**config.mk**
```make
export PLATFORM = sky130hd
export DESIGN_NAME = cmdreboot_ctrl
export DESIGN_NICKNAME = d
export VERILOG_FILES = /design/src/rtl/cr_pkg.sv /design/src/rtl/cr_cmd_unit.sv /design/src/rtl/cr_mask_regs.sv /design/src/rtl/cr_sync_unit.sv /design/src/rtl/cmdreboot_ctrl.sv
export SDC_FILE = /design/constraint.sdc
export NUM_CORES = 1
export LEC_CHECK = 0
export ABC_AREA = 1
export BUFFER_PORTS_ARGS = -buffer_cell sky130_fd_sc_hd__buf_2
export CAP_MARGIN = 10
export CORE_MARGIN = 1.5
export CORE_UTILIZATION = 50
export DETAILED_ROUTE_END_ITERATION = 16
export GPL_ROUTABILITY_DRIVEN = 0
export HOLD_SLACK_MARGIN = 0.08
export PLACE_DENSITY = 0.88
export SYNTH_ARGS = -nofsm -noshare
export SYNTH_HDL_FRONTEND = slang
export SYNTH_SLANG_ARGS = --single-unit
export TNS_END_PERCENT = 100
```
**constraint.sdc**
```tcl
create_clock -name clk -period 4.6 [get_ports clk]
set_input_delay 1.38 -clock clk [delete_from_list [all_inputs] [get_ports clk]]
set_output_delay 1.38 -clock clk [all_outputs]
set_load 0.03 [all_outputs]
```
**src/rtl/cr_pkg.sv**
```systemverilog
package cr_pkg;

    // register map (word addresses)
    localparam int unsigned A_CMD     = 0;
    localparam int unsigned A_STROBE  = 1;
    localparam int unsigned A_REBOOT  = 2;
    localparam int unsigned A_MASK_LO = 3;
    localparam int unsigned A_MASK_HI = 4;

    // command codes
    localparam int unsigned CMD_RESET  = 1;
    localparam int unsigned CMD_RECONF = 2;

    // strobe register bit positions
    localparam int unsigned SB_FIFO_RD = 2;
    localparam int unsigned SB_SW_CLR  = 3;
    localparam int unsigned SB_SW_SET  = 4;
    localparam int unsigned SB_ARM     = 5;
    localparam int unsigned SB_FIRE    = 6;

    // status bit positions in the strobe read-back
    localparam int unsigned ST_SWITCH  = 0;
    localparam int unsigned ST_ARMED   = 1;
    localparam int unsigned ST_WAITING = 2;

    typedef enum logic [1:0] {
        SY_IDLE  = 2'd0,
        SY_ARMED = 2'd1,
        SY_WAIT  = 2'd2
    } sync_state_e;

    typedef struct packed {
        logic rst;
        logic reconf;
        logic fifo_rd;
    } pulse_set_t;

endpackage

```
**src/rtl/cr_cmd_unit.sv**
```systemverilog
module cr_cmd_unit #(
    parameter int DW = 32,
    parameter int AW = 3
) (
    input  logic          clk,
    input  logic          rst,
    input  logic          wr_en,
    input  logic [AW-1:0] wr_addr,
    input  logic [DW-1:0] wr_data,
    input  logic [DW-1:0] fw_revision,
    output cr_pkg::pulse_set_t pulses,
    output logic          clk_switch
);
    import cr_pkg::*;

    localparam logic [AW-1:0] ADR_CMD    = AW'(A_CMD);
    localparam logic [AW-1:0] ADR_STROBE = AW'(A_STROBE);
    localparam logic [AW-1:0] ADR_REBOOT = AW'(A_REBOOT);
    localparam logic [DW-1:0] CODE_RST   = DW'(CMD_RESET);
    localparam logic [DW-1:0] CODE_RCF   = DW'(CMD_RECONF);

    logic       cmd_wr, strobe_wr, reboot_wr, key_ok;
    pulse_set_t nxt;

    always_comb begin
        cmd_wr     = wr_en && (wr_addr == ADR_CMD);
        strobe_wr  = wr_en && (wr_addr == ADR_STROBE);
        reboot_wr  = wr_en && (wr_addr == ADR_REBOOT);
        key_ok     = (wr_data ^ fw_revision) == '1;
        nxt.rst     = cmd_wr && (wr_data == CODE_RST);
        nxt.reconf  = (cmd_wr && (wr_data == CODE_RCF)) || (reboot_wr && key_ok);
        nxt.fifo_rd = strobe_wr && wr_data[SB_FIFO_RD];
    end

    always_ff @(posedge clk) begin
        if (rst) begin
            pulses     <= '0;
            clk_switch <= 1'b0;
        end else begin
            pulses <= nxt;
            if (strobe_wr) begin
                if (wr_data[SB_SW_CLR])
                    clk_switch <= 1'b0;
                else if (wr_data[SB_SW_SET])
                    clk_switch <= 1'b1;
            end
        end
    end

endmodule

```
**src/rtl/cr_mask_regs.sv**
```systemverilog
module cr_mask_regs #(
    parameter int DW = 32,
    parameter int AW = 3
) (
    input  logic            clk,
    input  logic            rst,
    input  logic            wr_en,
    input  logic [AW-1:0]   wr_addr,
    input  logic [DW-1:0]   wr_data,
    output logic [2*DW-1:0] mask
);
    import cr_pkg::*;

    localparam int HALVES = 2;

    for (genvar g = 0; g < HALVES; g++) begin : g_half
        localparam logic [AW-1:0] ADR = AW'(A_MASK_LO + g);
        always_ff @(posedge clk) begin
            if (rst)
                mask[g*DW +: DW] <= '0;
            else if (wr_en && (wr_addr == ADR))
                mask[g*DW +: DW] <= wr_data;
        end
    end

endmodule

```
**src/rtl/cr_sync_unit.sv**
```systemverilog
module cr_sync_unit #(
    parameter int SW = 64
) (
    input  logic          clk,
    input  logic          rst,
    input  logic          arm,
    input  logic          fire,
    input  logic [SW-1:0] mask,
    input  logic [SW-1:0] src,
    output logic          armed,
    output logic          waiting,
    output logic          pulse
);
    import cr_pkg::*;

    sync_state_e   state;
    logic [SW-1:0] src_q;
    logic          hit;

    assign hit     = |(src & ~src_q & mask);
    assign armed   = (state == SY_ARMED);
    assign waiting = (state == SY_WAIT);

    always_ff @(posedge clk) begin
        if (rst) begin
            state <= SY_IDLE;
            src_q <= '0;
            pulse <= 1'b0;
        end else begin
            src_q <= src;
            pulse <= 1'b0;
            unique case (state)
                SY_IDLE:  if (arm)  state <= SY_ARMED;
                SY_ARMED: if (fire) state <= SY_WAIT;
                SY_WAIT:  if (hit) begin
                    pulse <= 1'b1;
                    state <= SY_IDLE;
                end
                default:  state <= SY_IDLE;
            endcase
        end
    end

endmodule

```
**src/rtl/cmdreboot_ctrl.sv**
```systemverilog
module cmdreboot_ctrl #(
    parameter int DW = 32,
    parameter int AW = 3
) (
    input  logic            clk,
    input  logic            rst,
    input  logic            wr_en,
    input  logic [AW-1:0]   wr_addr,
    input  logic [DW-1:0]   wr_data,
    input  logic [AW-1:0]   rd_addr,
    output logic [DW-1:0]   rd_data,
    input  logic [DW-1:0]   fw_revision,
    input  logic [2*DW-1:0] sync_src,
    output logic            rst_pulse,
    output logic            reconf_req,
    output logic            fifo_rd_pulse,
    output logic            clk_switch,
    output logic            sync_armed,
    output logic            sync_waiting,
    output logic            sync_pulse
);
    import cr_pkg::*;

    localparam int SW = 2 * DW;
    localparam logic [AW-1:0] ADR_STROBE  = AW'(A_STROBE);
    localparam logic [AW-1:0] ADR_MASK_LO = AW'(A_MASK_LO);
    localparam logic [AW-1:0] ADR_MASK_HI = AW'(A_MASK_HI);

    pulse_set_t    pulses;
    logic [SW-1:0] mask;
    logic          strobe_wr;

    cr_cmd_unit #(.DW(DW), .AW(AW)) u_cmd (
        .clk(clk), .rst(rst), .wr_en(wr_en), .wr_addr(wr_addr),
        .wr_data(wr_data), .fw_revision(fw_revision),
        .pulses(pulses), .clk_switch(clk_switch)
    );

    cr_mask_regs #(.DW(DW), .AW(AW)) u_mask (
        .clk(clk), .rst(rst), .wr_en(wr_en), .wr_addr(wr_addr),
        .wr_data(wr_data), .mask(mask)
    );

    assign strobe_wr = wr_en && (wr_addr == ADR_STROBE);

    cr_sync_unit #(.SW(SW)) u_sync (
        .clk(clk), .rst(rst),
        .arm(strobe_wr && wr_data[SB_ARM]),
        .fire(strobe_wr && wr_data[SB_FIRE]),
        .mask(mask), .src(sync_src),
        .armed(sync_armed), .waiting(sync_waiting), .pulse(sync_pulse)
    );

    assign rst_pulse     = pulses.rst;
    assign reconf_req    = pulses.reconf;
    assign fifo_rd_pulse = pulses.fifo_rd;

    always_comb begin
        rd_data = '0;
        unique case (rd_addr)
            ADR_STROBE: begin
                rd_data[ST_SWITCH]  = clk_switch;
                rd_data[ST_ARMED]   = sync_armed;
                rd_data[ST_WAITING] = sync_waiting;
            end
            ADR_MASK_LO: rd_data = mask[DW-1:0];
            ADR_MASK_HI: rd_data = mask[SW-1:DW];
            default:     rd_data = '0;
        endcase
    end

endmodule

```
# Yosys cells after proc, flatten, opt, wreduce, memory -nomap -nowiden
# Cells that the tools add are included.
# totals
input_bits	137
regBits	135
out_inout_bits	39
# op_classes
n_mux	9
n_reduce_logical	19
n_eq_ne	15
n_bitwise	5
# op_table
op	n
64-bit bitwise AND	2
64-bit NOT	1
64-bit OR reduction	1
29-bit case mux with 2 select lines	1
32-bit by 1-bit == test with 1-bit output, second input constant	1
32-bit by 2-bit == test with 1-bit output, second input constant	1
32-bit == test, second input constant	1
32-bit bitwise XOR	1
1-bit logical AND	11
3-bit by 2-bit == test with 1-bit output, second input constant	3
3-bit case mux with 3 select lines	1
3-bit by 1-bit == test with 1-bit output, second input constant	2
3-bit == test, second input constant	2
2-bit 2-to-1 mux	3
2-bit by 1-bit != test with 1-bit output, second input constant	3
2-bit case mux with 3 select lines	1
3-bit zero test	1
1-bit 2-to-1 mux	3
3-bit AND reduction	1
2-bit by 1-bit == test with 1-bit output, second input constant	1
2-bit == test, second input constant	1
2-bit zero test	1
2-bit AND reduction	1
2-bit nonzero test	1
3 further kinds	3

# Longest topological paths before layout
# Gate-level depths: netlist (run 1).
# depth
depth_word	6
ltp_mapped	10

# Hierarchy
# Synthesis (run 1) repeated with hierarchy kept, for this count alone.
# unflattened
hier_cells	1095
area_unflattened_um2	6984.2
# modules_own_cells
module	cells_each	n_inst	area_each_um2	seq_area_each_um2
cr_mask_regs	390	1	2712.6	1281.2
cr_sync_unit	397	1	2712.6	1341.3
cr_cmd_unit	182	1	838.3	80.1
cmdreboot_ctrl	126	1	720.7	0.0

# Least setup slack after synthesis (run 1)
# Ideal clock, no wire load.
# synth_timing
path_kind	in2out
startpoint	in rd_addr[2]
endpoint	out rd_data[10]
cell_stages	4
arrival_ns	2.457
slack_ns	0.763
cell_sequence	inv_1 nand3_1 clkbuf_1 o21ai_0
# synth_between
elab_chain_len	2
word_cells_on_any_way	3
classes_between	eq/ne: 2; mux: 1
# synth_rtl
element	line	source
start: declaration	cmdreboot_ctrl.sv:10	input logic [AW-1:0] rd_addr,
3-bit == test / 3-bit by 2-bit == test with 1-bit output (equally long branches)	cmdreboot_ctrl.sv:60	unique case (rd_addr)
29-bit case mux with 2 select lines (*)	cmdreboot_ctrl.sv:60	
end: declaration	cmdreboot_ctrl.sv:11	output logic [DW-1:0] rd_data,
# Every way passes the cells marked *; elsewhere a longest branch is shown, timed or not.

# Worst setup path in the final report (run 1)
# layout_timing
startpoint	in rd_addr[0]
endpoint	out rd_data[19]
# The elaborated chain is that of the path after synthesis.

==> flow_metrics.py, run 1 <==
metrics = {
    "timing": {
        "rsz0062_at_grt": "no",
        "slew_viol_final": 0,
        "finalCritPeriodShare": 0.853,
        "min_period_ns": 3.92,
        "finalSetupViolCount": 0,
        "worst_pin_slew_ns": 1.06,
        "finalWorstSetupSlack_ns": 0.676,
        "max_freq_mhz": 255,
        "finalClockSkew_ns": 0.00405,
        "finalSetupTns_ns": 0,
        "hold_violations": 0,
        "slew_headroom": 0.291,
    },
    "clock_tree": {
        "cts_made_buffers": 17,
        "root_buffer": "clkbuf_16",
        "htreeDepth": 4,
        "hold_buffers": 0,
        "clk_transition_reported_paths_ns": 0.05,
        "post_cts_resized": 0,
        "insertion_delay_ns": 0.42,
        "cts_buffer_depth": 2,
        "cts_setup_buffers": 0,
        "clock-sinks": 135,
        "tritoncts": "done",
    },
    "global_routing": {
        "antenna_found_initial": 0,
        "grt_util_met1": 0.358,
        "grt-ovfl-total": 0,
        "grt_pass1_vias": 5842,
        "grt_max_degree": 69,
        "grt-busiest-layer": "met2",
        "met3_usage": 0.0536,
        "grt_usage": 0.289,
        "grt_first_pass_wirelength_microns": 28600,
        "met2_usage": 0.497,
    },
    "final_layout": {
        "drive_gt1_frac": 0.239,
        "final_common_cell": "buf_2",
        "antenna_cells": 0,
        "seqCellArea_sq_mm": 0.00270,
        "final_area_sq_mm": 0.00755,
        "layout_common_cells": "buf_2, inv_1, nor2_1, dfxtp_1, nand2_1",
        "fin_cells": 1181,
        "fin_nets": 1159,
        "fillers": 1075,
        "areaGrowthSynthToFinish_pct": 24.1,
        "multi_input_area_sq_mm": 0.00253,
    },
    "synth": {
        "synth_edf_count": 0,
        "syn_avg_cell_area_sq_um": 7.11,
        "ys_ff_latch": 135,
        "synth_flop_cell": "dfxtp_1",
        "synth_area_leaders": "dfxtp_1, inv_1, nor2_1, nand2_1, o21ai_1",
        "yosysTopAreaCell": "dfxtp_1",
        "yosysUniqueCellTypes": 28,
        "yosysWarnings": 0,
        "seq_area_frac_synth": 0.444,
        "syn_inst": 856,
        "netlist.area_leader.share": 0.444,
        "syn_area_sq_mm": 0.00608,
        "syn_nets": 993,
        "async_flop_share": 0,
    },
    "critical_path": {
        "crit_top_cell": "buf_2",
        "crit_path_cell_trace": "buf_2 -> nor3_4 -> buf_4 -> nand2_1 -> o21ai_0 -> buf_2",
        "required_ns": 3.22,
        "worst-path-max-fanout": 32,
        "slowest_stage": "buf_4",
        "start_kind": "primary input",
        "critical-path-max-stage-delay_ns": 0.39,
        "worst_setup_path_end_kind": "primary output",
        "crit_type": "primary input to primary output",
        "crit_arrival_ns": 2.54,
    },
    "hold_path": {
        "hold_path_class": "flop to flop",
    },
    "drt": {
        "wl_microns": 18000,
        "drt_first_pass_iters": 5,
        "drtIter0Drc": 470,
        "vias_per_cell": 5.11,
        "wl_per_cell_microns": 15.2,
        "drtAntennaViolNets": 0,
        "drc": 0,
        "dr_total_vias": 6033,
    },
    "floorplan": {
        "initial_core_util": 0.509,
        "die_h_microns": 113,
        "die_area_sq_mm": 0.0128,
        "core_area_sq_mm": 0.0120,
        "fp-row-count": 40,
        "ioPinCount": 176,
        "die-width_microns": 113,
    },
    "placement": {
        "dp_cells": 1150,
        "port_buffers": 175,
        "place_area_sq_mm": 0.00699,
        "place_ws_ns": 0.706,
        "dpl.hpwl_microns": 13200,
    },
    "power": {
        "ir_drop_uv": 248,
        "p_per_area_mw_per_mm2": 374,
        "power_w": 0.00282,
        "p_leak_nw": 3.72,
    },
    "status": {
        "status": "finished, final reports clean",
    },
    "run": {
        "drv_cap": 0,
    },
}
==> kinds of logic after synthesis <==
| family | count (synthesis) | synth area share |
|---|---|---|
| buf+inv | 207 | 0.140 |
| simple gates | 330 | 0.233 |
| flops | 135 | 0.444 |
| xor+xnor | 20 | 0.0288 |
| compound gates | 164 | 0.154 |
==> critical path, delay by kind of cell <==
kind	cells	cell delay (ns)
buffers and inverters	3	0.77
AOI/OAI and AO/OA	1	0.11
and+or+nand+nor	2	0.26
==> where the power goes <==
group | total (W) | switching [W] | internal, W | leakage [nW]
Sequential | 0.00124 | 0.0000237 | 0.00122 | 1.11
Combinational | 0.000290 | 0.000183 | 0.000108 | 2.33
Clock | 0.00129 | 0.000486 | 0.000801 | 0.272
==> routing by layer <==
| layer | share of wire | up-vias |
|---|---|---|
| met5 | 0 | - |
| met4 | 0.027 | 0 |
| met3 | 0.062 | 46 |
| met2 | 0.48 | 252 |
| met1 | 0.43 | 2744 |
| li1 | - | 2991 |
==> synth_stat cells (2+ instances only) <==
cell type	number
a21oi_1	40
a21oi_2	28
buf_2	13
buf_4	2
buf_6	6
clkbuf_1	10
clkbuf_2	2
dfxtp_1	135
inv_1	169
inv_2	4
nand2_1	101
nand3_1	49
nand3_2	2
nand3b_1	8
nand4_1	19
nor2_1	141
nor3_1	5
nor4_1	2
o21ai_0	30
o21ai_1	64
xnor2_1	2
xor2_1	18
==> through the flow <==
step / hold slack (ns) / utilization
after floorplan: 0.431 / -
final: 0.469 / 0.631
after global routing: 0.497 / 0.631
after CTS: 0.462 / 0.631
after global placement: 0.441 / 0.585
after detailed placement: 0.454 / 0.585
==> final cells by class <==
| class | count | area share |
|---|---|---|
| sequential | 135 | 0.358 |
| multi-input combinational | 514 | 0.336 |
| timing repair buffer | 180 | 0.121 |
| inverter | 174 | 0.0872 |
| clock buffer | 21 | 0.0597 |
| tap | 147 | 0.0244 |
| clock inverter | 10 | 0.0139 |
==> state kept, by name (all words and copies together), names as in the netlist <==
signal / count
u_cmd.pulses: 3
u_mask.mask: 64
u_sync.src_q: 64
u_sync.state: 2
u_cmd.clk_switch: 1
u_sync.pulse: 1
==> worst paths after layout <==
path                            cells past startpoint  slack (ns)                         start                           end
worst max-delay path                                6        0.68                    rd_addr[0]                   rd_data[19]
worst min-delay path                                1        0.47  u_sync.state[1]$_SDFFE_PP0P_  u_sync.state[0]$_SDFFE_PP0P_
worst max register to register                      9        3.22  u_mask.mask[15]$_SDFFE_PP0P_  u_sync.state[1]$_SDFFE_PP0P_
worst min register to register                      1        0.47  u_sync.state[1]$_SDFFE_PP0P_  u_sync.state[0]$_SDFFE_PP0P_
(Power assumes the default switching activity.)
==> run 2: changes to the inputs <==
--- a/config.mk
+++ b/config.mk
@@ -5,7 +5,6 @@
 export SDC_FILE = /design/constraint.sdc
 export NUM_CORES = 1
 export LEC_CHECK = 0
-export ABC_AREA = 1
 export BUFFER_PORTS_ARGS = -buffer_cell sky130_fd_sc_hd__buf_2
 export CAP_MARGIN = 10
 export CORE_MARGIN = 1.5
@@ -13,7 +12,7 @@
 export DETAILED_ROUTE_END_ITERATION = 16
 export GPL_ROUTABILITY_DRIVEN = 0
 export HOLD_SLACK_MARGIN = 0.08
-export PLACE_DENSITY = 0.88
+export PLACE_DENSITY = 0.9
 export SYNTH_ARGS = -nofsm -noshare
 export SYNTH_HDL_FRONTEND = slang
 export SYNTH_SLANG_ARGS = --single-unit
==> flow_metrics.py, run 2 <==
metrics = {
    "status": {
        "status": "finished, final reports clean",
    },
    "global_routing": {
        "grt_first_pass_wirelength_microns": 27100,
        "grt-ovfl-total": 0,
        "grt_usage": 0.310,
        "antenna_found_initial": 0,
        "grt_max_degree": 83,
        "grt_pass1_vias": 5055,
    },
    "hold_path": {
        "hp-start": "u_mask.mask[57]$_SDFFE_PP0P_",
        "min_to": "u_mask.mask[57]$_SDFFE_PP0P_",
        "hold_depth": 2,
        "hold_path_class": "flop to flop",
    },
    "synth": {
        "synth-simple-area-share": 0.320,
        "yosysWarnings": 0,
        "ys_ff_latch": 135,
        "netlist.area_leader.share": 0.485,
        "async_flop_share": 0,
        "yosysUniqueCellTypes": 29,
        "synth_most_common_cell": "nand2_1",
        "synthMuxAreaShare": 0.00359,
        "synth_flop_cell": "dfxtp_1",
        "syn_avg_cell_area_sq_um": 8.65,
        "synth_top_family_by_area": "simple AND/OR/NAND/NOR gates",
        "syn_inst": 644,
        "synth_common_cells": "nand2_1, dfxtp_1, a21oi_1, nand3b_1, nor2b_1",
        "yosysTopAreaCell": "dfxtp_1",
        "synth_edf_count": 0,
        "seq_area_frac_synth": 0.485,
        "synth_compound_area_frac": 0.113,
        "syn_area_sq_mm": 0.00557,
        "synth_xor_area_frac": 0.0503,
        "synth_area_leaders": "dfxtp_1, nand2_1, nand3b_1, nor2b_1, a21oi_1",
        "synth-adder-area-share": 0,
        "syn_nets": 781,
    },
    "floorplan": {
        "fp-row-count": 38,
        "die-width_microns": 109,
        "die_area_sq_mm": 0.0118,
        "ioPinCount": 176,
        "die_h_microns": 109,
        "core_area_sq_mm": 0.0108,
        "initial_core_util": 0.514,
    },
    "clock_tree": {
        "tritoncts": "done",
        "cts_made_buffers": 17,
        "insertion_delay_ns": 0.51,
        "cts_setup_buffers": 0,
        "post_cts_resized": 0,
        "clock-sinks": 135,
        "hold_buffers": 0,
        "clk_transition_reported_paths_ns": 0.06,
        "root_buffer": "clkbuf_8",
        "htreeDepth": 4,
        "cts_buffer_depth": 2,
    },
    "critical_path": {
        "worstReg2RegEnd": "u_sync.state[1]$_SDFFE_PP0P_",
        "rrSetupSlack_ns": 2.86,
        "worst-path-max-fanout": 29,
        "required_ns": 3.22,
        "start_kind": "primary input",
        "crit_type": "primary input to primary output",
        "crit_family": "buffers and inverters",
        "crit_arrival_ns": 2.55,
        "r2r_cells": 6,
        "slowest_stage": "buf_4",
        "crit_top_cell": "buf_2",
        "crit_path_cell_trace": "buf_2 -> nand2b_1 -> nor2_2 -> buf_4 -> a22o_1 -> buf_2",
        "critical-path-max-stage-delay_ns": 0.35,
        "r2r-start": "u_mask.mask[59]$_SDFFE_PP0P_",
        "critical_path_buf_inv_count": 3,
        "worst_setup_path_end_kind": "primary output",
    },
    "timing": {
        "finalSetupViolCount": 0,
        "rsz0062_at_grt": "no",
        "max_freq_mhz": 255,
        "finalSetupTns_ns": 0,
        "slew_headroom": 0.330,
        "worst_pin_slew_ns": 0.991,
        "slew_viol_final": 0,
        "finalCritPeriodShare": 0.854,
        "finalClockSkew_ns": 0.00672,
        "hold_violations": 0,
        "min_period_ns": 3.93,
    },
    "power": {
        "pwr-share-seq": 0.435,
        "pwr-share-comb": 0.086,
        "p_int_w": 0.00215,
        "pwr-share-clk": 0.479,
        "p_per_area_mw_per_mm2": 395,
        "p_leak_nw": 2.96,
        "ir_drop_uv": 243,
        "power_switching_w": 0.000675,
        "swShare": 0.239,
    },
    "drt": {
        "dr_total_vias": 5416,
        "drt_first_pass_iters": 6,
        "vias_per_cell": 5.61,
        "maxUsedRoutingLayer": "met4",
        "met2_length_microns": 8420,
        "m1WireLength_microns": 7430,
        "wl_per_cell_microns": 18.8,
        "drc": 0,
        "drtIter0Drc": 447,
        "drtAntennaViolNets": 0,
        "wl_microns": 18100,
        "met3WireLength_microns": 1740,
    },
    "run": {
        "drv_cap": 0,
    },
    "placement": {
        "port_buffers": 175,
        "dp_cells": 932,
        "dpl.hpwl_microns": 13200,
    },
    "final_layout": {
        "final_common_cell": "buf_2",
        "areaGrowthSynthToFinish_pct": 28.3,
        "layout_common_cells": "buf_2, nand2_1, dfxtp_1, a21oi_1, nand3b_1",
        "reg.largest.list": "u_mask.mask x64, u_sync.src_q x64, u_cmd.pulses x3",
        "finalCoreUtilization": 0.659,
        "fin_nets": 948,
        "fin_cells": 965,
        "drive_gt1_frac": 0.262,
    },
}
[run 2: how the worst max path moves through the flow]
stage,startpoint,to,slack [ns],cells after the start
floorplan,rd_addr[0],rd_data[0],0.76,4
global placement,rd_addr[2],rd_data[12],0.76,6
detailed placement,rd_addr[2],rd_data[16],0.71,6
CTS,rd_addr[2],rd_data[16],0.69,6
global route,rd_addr[2],rd_data[14],0.63,6
finish,rd_addr[2],rd_data[16],0.67,6
[run 2: cell families (layout without fill, tap and decap cells)]
family | after synthesis | count (layout)
buf+inv | 38 | 218
compound gates | 103 | 103
simple gates | 334 | 334
xor+xnor | 32 | 32
mux | 2 | 2
other cells | 0 | 1
flops | 135 | 135
[run 2: power by group through the flow]
| stage | registers (W) | clock network (W) | logic (W) |
|---|---|---|---|
| global placement | 0.00125 | 0 | 0.000232 |
| floorplan | 0.00125 | 0 | 0.000115 |
| global route | 0.00123 | 0.00142 | 0.000261 |
| CTS | 0.00123 | 0.00136 | 0.000239 |
| detailed placement | 0.00125 | 0 | 0.000237 |
| finish | 0.00123 | 0.00135 | 0.000242 |
[run 2: per-layer routing]
| layer | vias up | track usage |
|---|---|---|
| li1 | 2546 | - |
| met1 | 2511 | 0.397 |
| met2 | 311 | 0.506 |
| met3 | 48 | 0.0693 |
| met4 | 0 | 0.125 |
| met5 | - | 0 |
[run 2: worst register-to-register path, cell delays in order, from the launching register on]
cell and delay [ns]:
dfxtp_1 0.33, nand3b_1 0.16, nand4_1 0.11, nor4_1 0.42
nand3_1 0.17, or3_1 0.33, a21oi_1 0.14
[run 2: area by class of cell]
cell class                      count  area [sq um]
Antenna cell                        1          2.50
Clock buffer                       19           422
Clock inverter                     13           171
Fill cell                         904          3690
Inverter                            3          11.3
Multi-Input combinational cell    471          2730
Sequential cell                   135          2700
Tap cell                          140           175
Timing Repair Buffer              183           938
[run 2: per-stage QoR]
stage                     hold slack, ns  total power (W)  area (sq um)  worst slack [ns]
after floorplan                    0.424          0.00136          5570             0.759
after global placement             0.441          0.00148          6550             0.758
after detailed placement           0.451          0.00149          6550             0.705
after CTS                          0.474          0.00283          7150             0.692
after global routing               0.492          0.00291          7150             0.633
final                              0.474          0.00282          7150             0.671
==> run 3: changes to the inputs <==
==> constraint.sdc (replaced) <==
create_clock -name clk -period 3.7 [get_ports clk]
set_input_delay 1.11 -clock clk [delete_from_list [all_inputs] [get_ports clk]]
set_output_delay 1.11 -clock clk [all_outputs]
set_load 0.03 [all_outputs]
==> flow_metrics.py, run 3 (same netlist as run 2, synthesis figures left out) <==
metrics = {
    "final_layout": {
        "areaGrowthSynthToFinish_pct": 30.2,
        "fin_nets": 950,
        "final_common_cell": "buf_2",
        "layout_common_cells": "buf_2, nand2_1, dfxtp_1, a21oi_1, nand3b_1",
        "reg.largest.list": "u_mask.mask x64, u_sync.src_q x64, u_cmd.pulses x3",
        "drive_gt1_frac": 0.263,
        "finalCoreUtilization": 0.669,
    },
    "clock_tree": {
        "htreeDepth": 4,
        "cts_buffer_depth": 2,
        "hold_buffers": 0,
        "cts_made_buffers": 17,
        "root_buffer": "clkbuf_8",
        "clock-sinks": 135,
        "insertion_delay_ns": 0.51,
        "tritoncts": "done",
        "post_cts_resized": 0,
        "clk_transition_reported_paths_ns": 0.06,
        "cts_setup_buffers": 0,
    },
    "timing": {
        "max_freq_mhz": 308,
        "slew_viol_final": 0,
        "worst_pin_slew_ns": 0.710,
        "rsz0062_at_grt": "no",
        "finalCritPeriodShare": 0.877,
        "slew_headroom": 0.526,
        "finalSetupViolCount": 0,
        "finalClockSkew_ns": 0.00555,
        "finalWorstSetupSlack_ns": 0.456,
        "hold_violations": 0,
        "min_period_ns": 3.24,
        "finalSetupTns_ns": 0,
    },
    "critical_path": {
        "critical-path-max-stage-delay_ns": 0.21,
        "worst_setup_path_end_kind": "primary output",
        "critical_path_buf_inv_count": 3,
        "crit_family": "buffers and inverters",
        "crit_type": "primary input to primary output",
        "crit_top_cell": "buf_2",
        "required_ns": 2.59,
        "start_kind": "primary input",
        "crit_path_cell_trace": "buf_2 -> nand2b_1 -> nor2_2 -> buf_12 -> a22o_1 -> buf_2",
        "crit_arrival_ns": 2.13,
        "slowest_stage": "buf_12",
        "worst-path-max-fanout": 29,
    },
    "global_routing": {
        "grt_usage": 0.312,
        "grt_first_pass_wirelength_microns": 27200,
        "antenna_found_initial": 0,
        "grt_max_degree": 58,
        "grt_pass1_vias": 5054,
        "grt-ovfl-total": 0,
    },
    "drt": {
        "drtIter0Drc": 414,
        "wl_per_cell_microns": 18.8,
        "drc": 0,
        "drt_first_pass_iters": 6,
        "dr_total_vias": 5391,
        "wl_microns": 18200,
        "drtAntennaViolNets": 0,
        "vias_per_cell": 5.58,
    },
    "floorplan": {
        "die-width_microns": 109,
        "ioPinCount": 176,
        "die_area_sq_mm": 0.0118,
        "core_area_sq_mm": 0.0108,
        "fp-row-count": 38,
        "die_h_microns": 109,
        "initial_core_util": 0.514,
    },
    "run": {
        "drv_cap": 0,
    },
    "placement": {
        "port_buffers": 175,
        "dpl.hpwl_microns": 13400,
        "place_ws_ns": 0.471,
    },
    "power": {
        "p_per_area_mw_per_mm2": 508,
        "ir_drop_uv": 281,
        "p_leak_nw": 3.01,
    },
    "hold_path": {
        "hold_path_class": "flop to flop",
    },
    "status": {
        "status": "finished, final reports clean",
    },
}
==> run 3: cell types whose count changed in the layout (fill, tap and decap cells not counted), sizes merged <==
cell,delta
clkinv,-2
inv,-1
buf,+2
clkinvlp,-1
bufinv,+3
==> run 3: final cells by class <==
| type | instances | area [sq um] |
|---|---|---|
| Fill cell | 891 | 3590 |
| Multi-Input combinational cell | 471 | 2730 |
| Timing Repair Buffer | 185 | 991 |
| Clock buffer | 19 | 422 |
| Tap cell | 140 | 175 |
| Antenna cell | 1 | 2.50 |
| Clock inverter | 12 | 224 |
| Inverter | 3 | 11.3 |
| Sequential cell | 135 | 2700 |
==> run 3: worst reg2reg max path, cell delays in order (launching register included) <==
cell and delay, ns:
dfxtp_1 0.33, nand3b_1 0.18, nand4_1 0.12, nor4_1 0.36, nand3_1 0.17, or3_1 0.33, a21oi_1 0.16
==> run 3: worst paths after layout <==
| check | startpoint | to | slack (ns) | cells after the start |
|---|---|---|---|---|
| setup / recovery | rd_addr[2] | rd_data[15] | 0.46 | 6 |
| hold reg to reg | u_mask.mask[13]$_SDFFE_PP0P_ | u_mask.mask[13]$_SDFFE_PP0P_ | 0.47 | 2 |
| hold / removal | u_mask.mask[13]$_SDFFE_PP0P_ | u_mask.mask[13]$_SDFFE_PP0P_ | 0.47 | 2 |
| setup reg to reg | u_mask.mask[59]$_SDFFE_PP0P_ | u_sync.state[1]$_SDFFE_PP0P_ | 1.97 | 6 |
==> run 3: through the flow <==
step | instances | cell area (sq um) | power, W | hold WS [ns]
2_1_floorplan | 644 | 5570 | 0.00169 | 0.424
3_3_place_gp | 934 | 6610 | 0.00185 | 0.441
3_5_place_dp | 934 | 6610 | 0.00186 | 0.442
4_1_cts | 965 | 7250 | 0.00369 | 0.473
5_1_grt | 965 | 7250 | 0.00380 | 0.497
6_report | 966 | 7250 | 0.00369 | 0.475
==> run 3: where the power goes <==
group / internal, W / switching, W
registers: 0.00151 / 0.0000212
logic: 0.000134 / 0.000172
clock network: 0.00123 / 0.000622
total: 0.00287 / 0.000816
==> run 3: routing by layer <==
metal  wire length (microns)  vias to the layer above  global-route usage
met5                       0                        -                   0
met4                     499                        0               0.131
met3                    1580                       43              0.0814
met2                    8560                      279               0.503
met1                    7550                     2528               0.395
li1                        -                     2541                   -
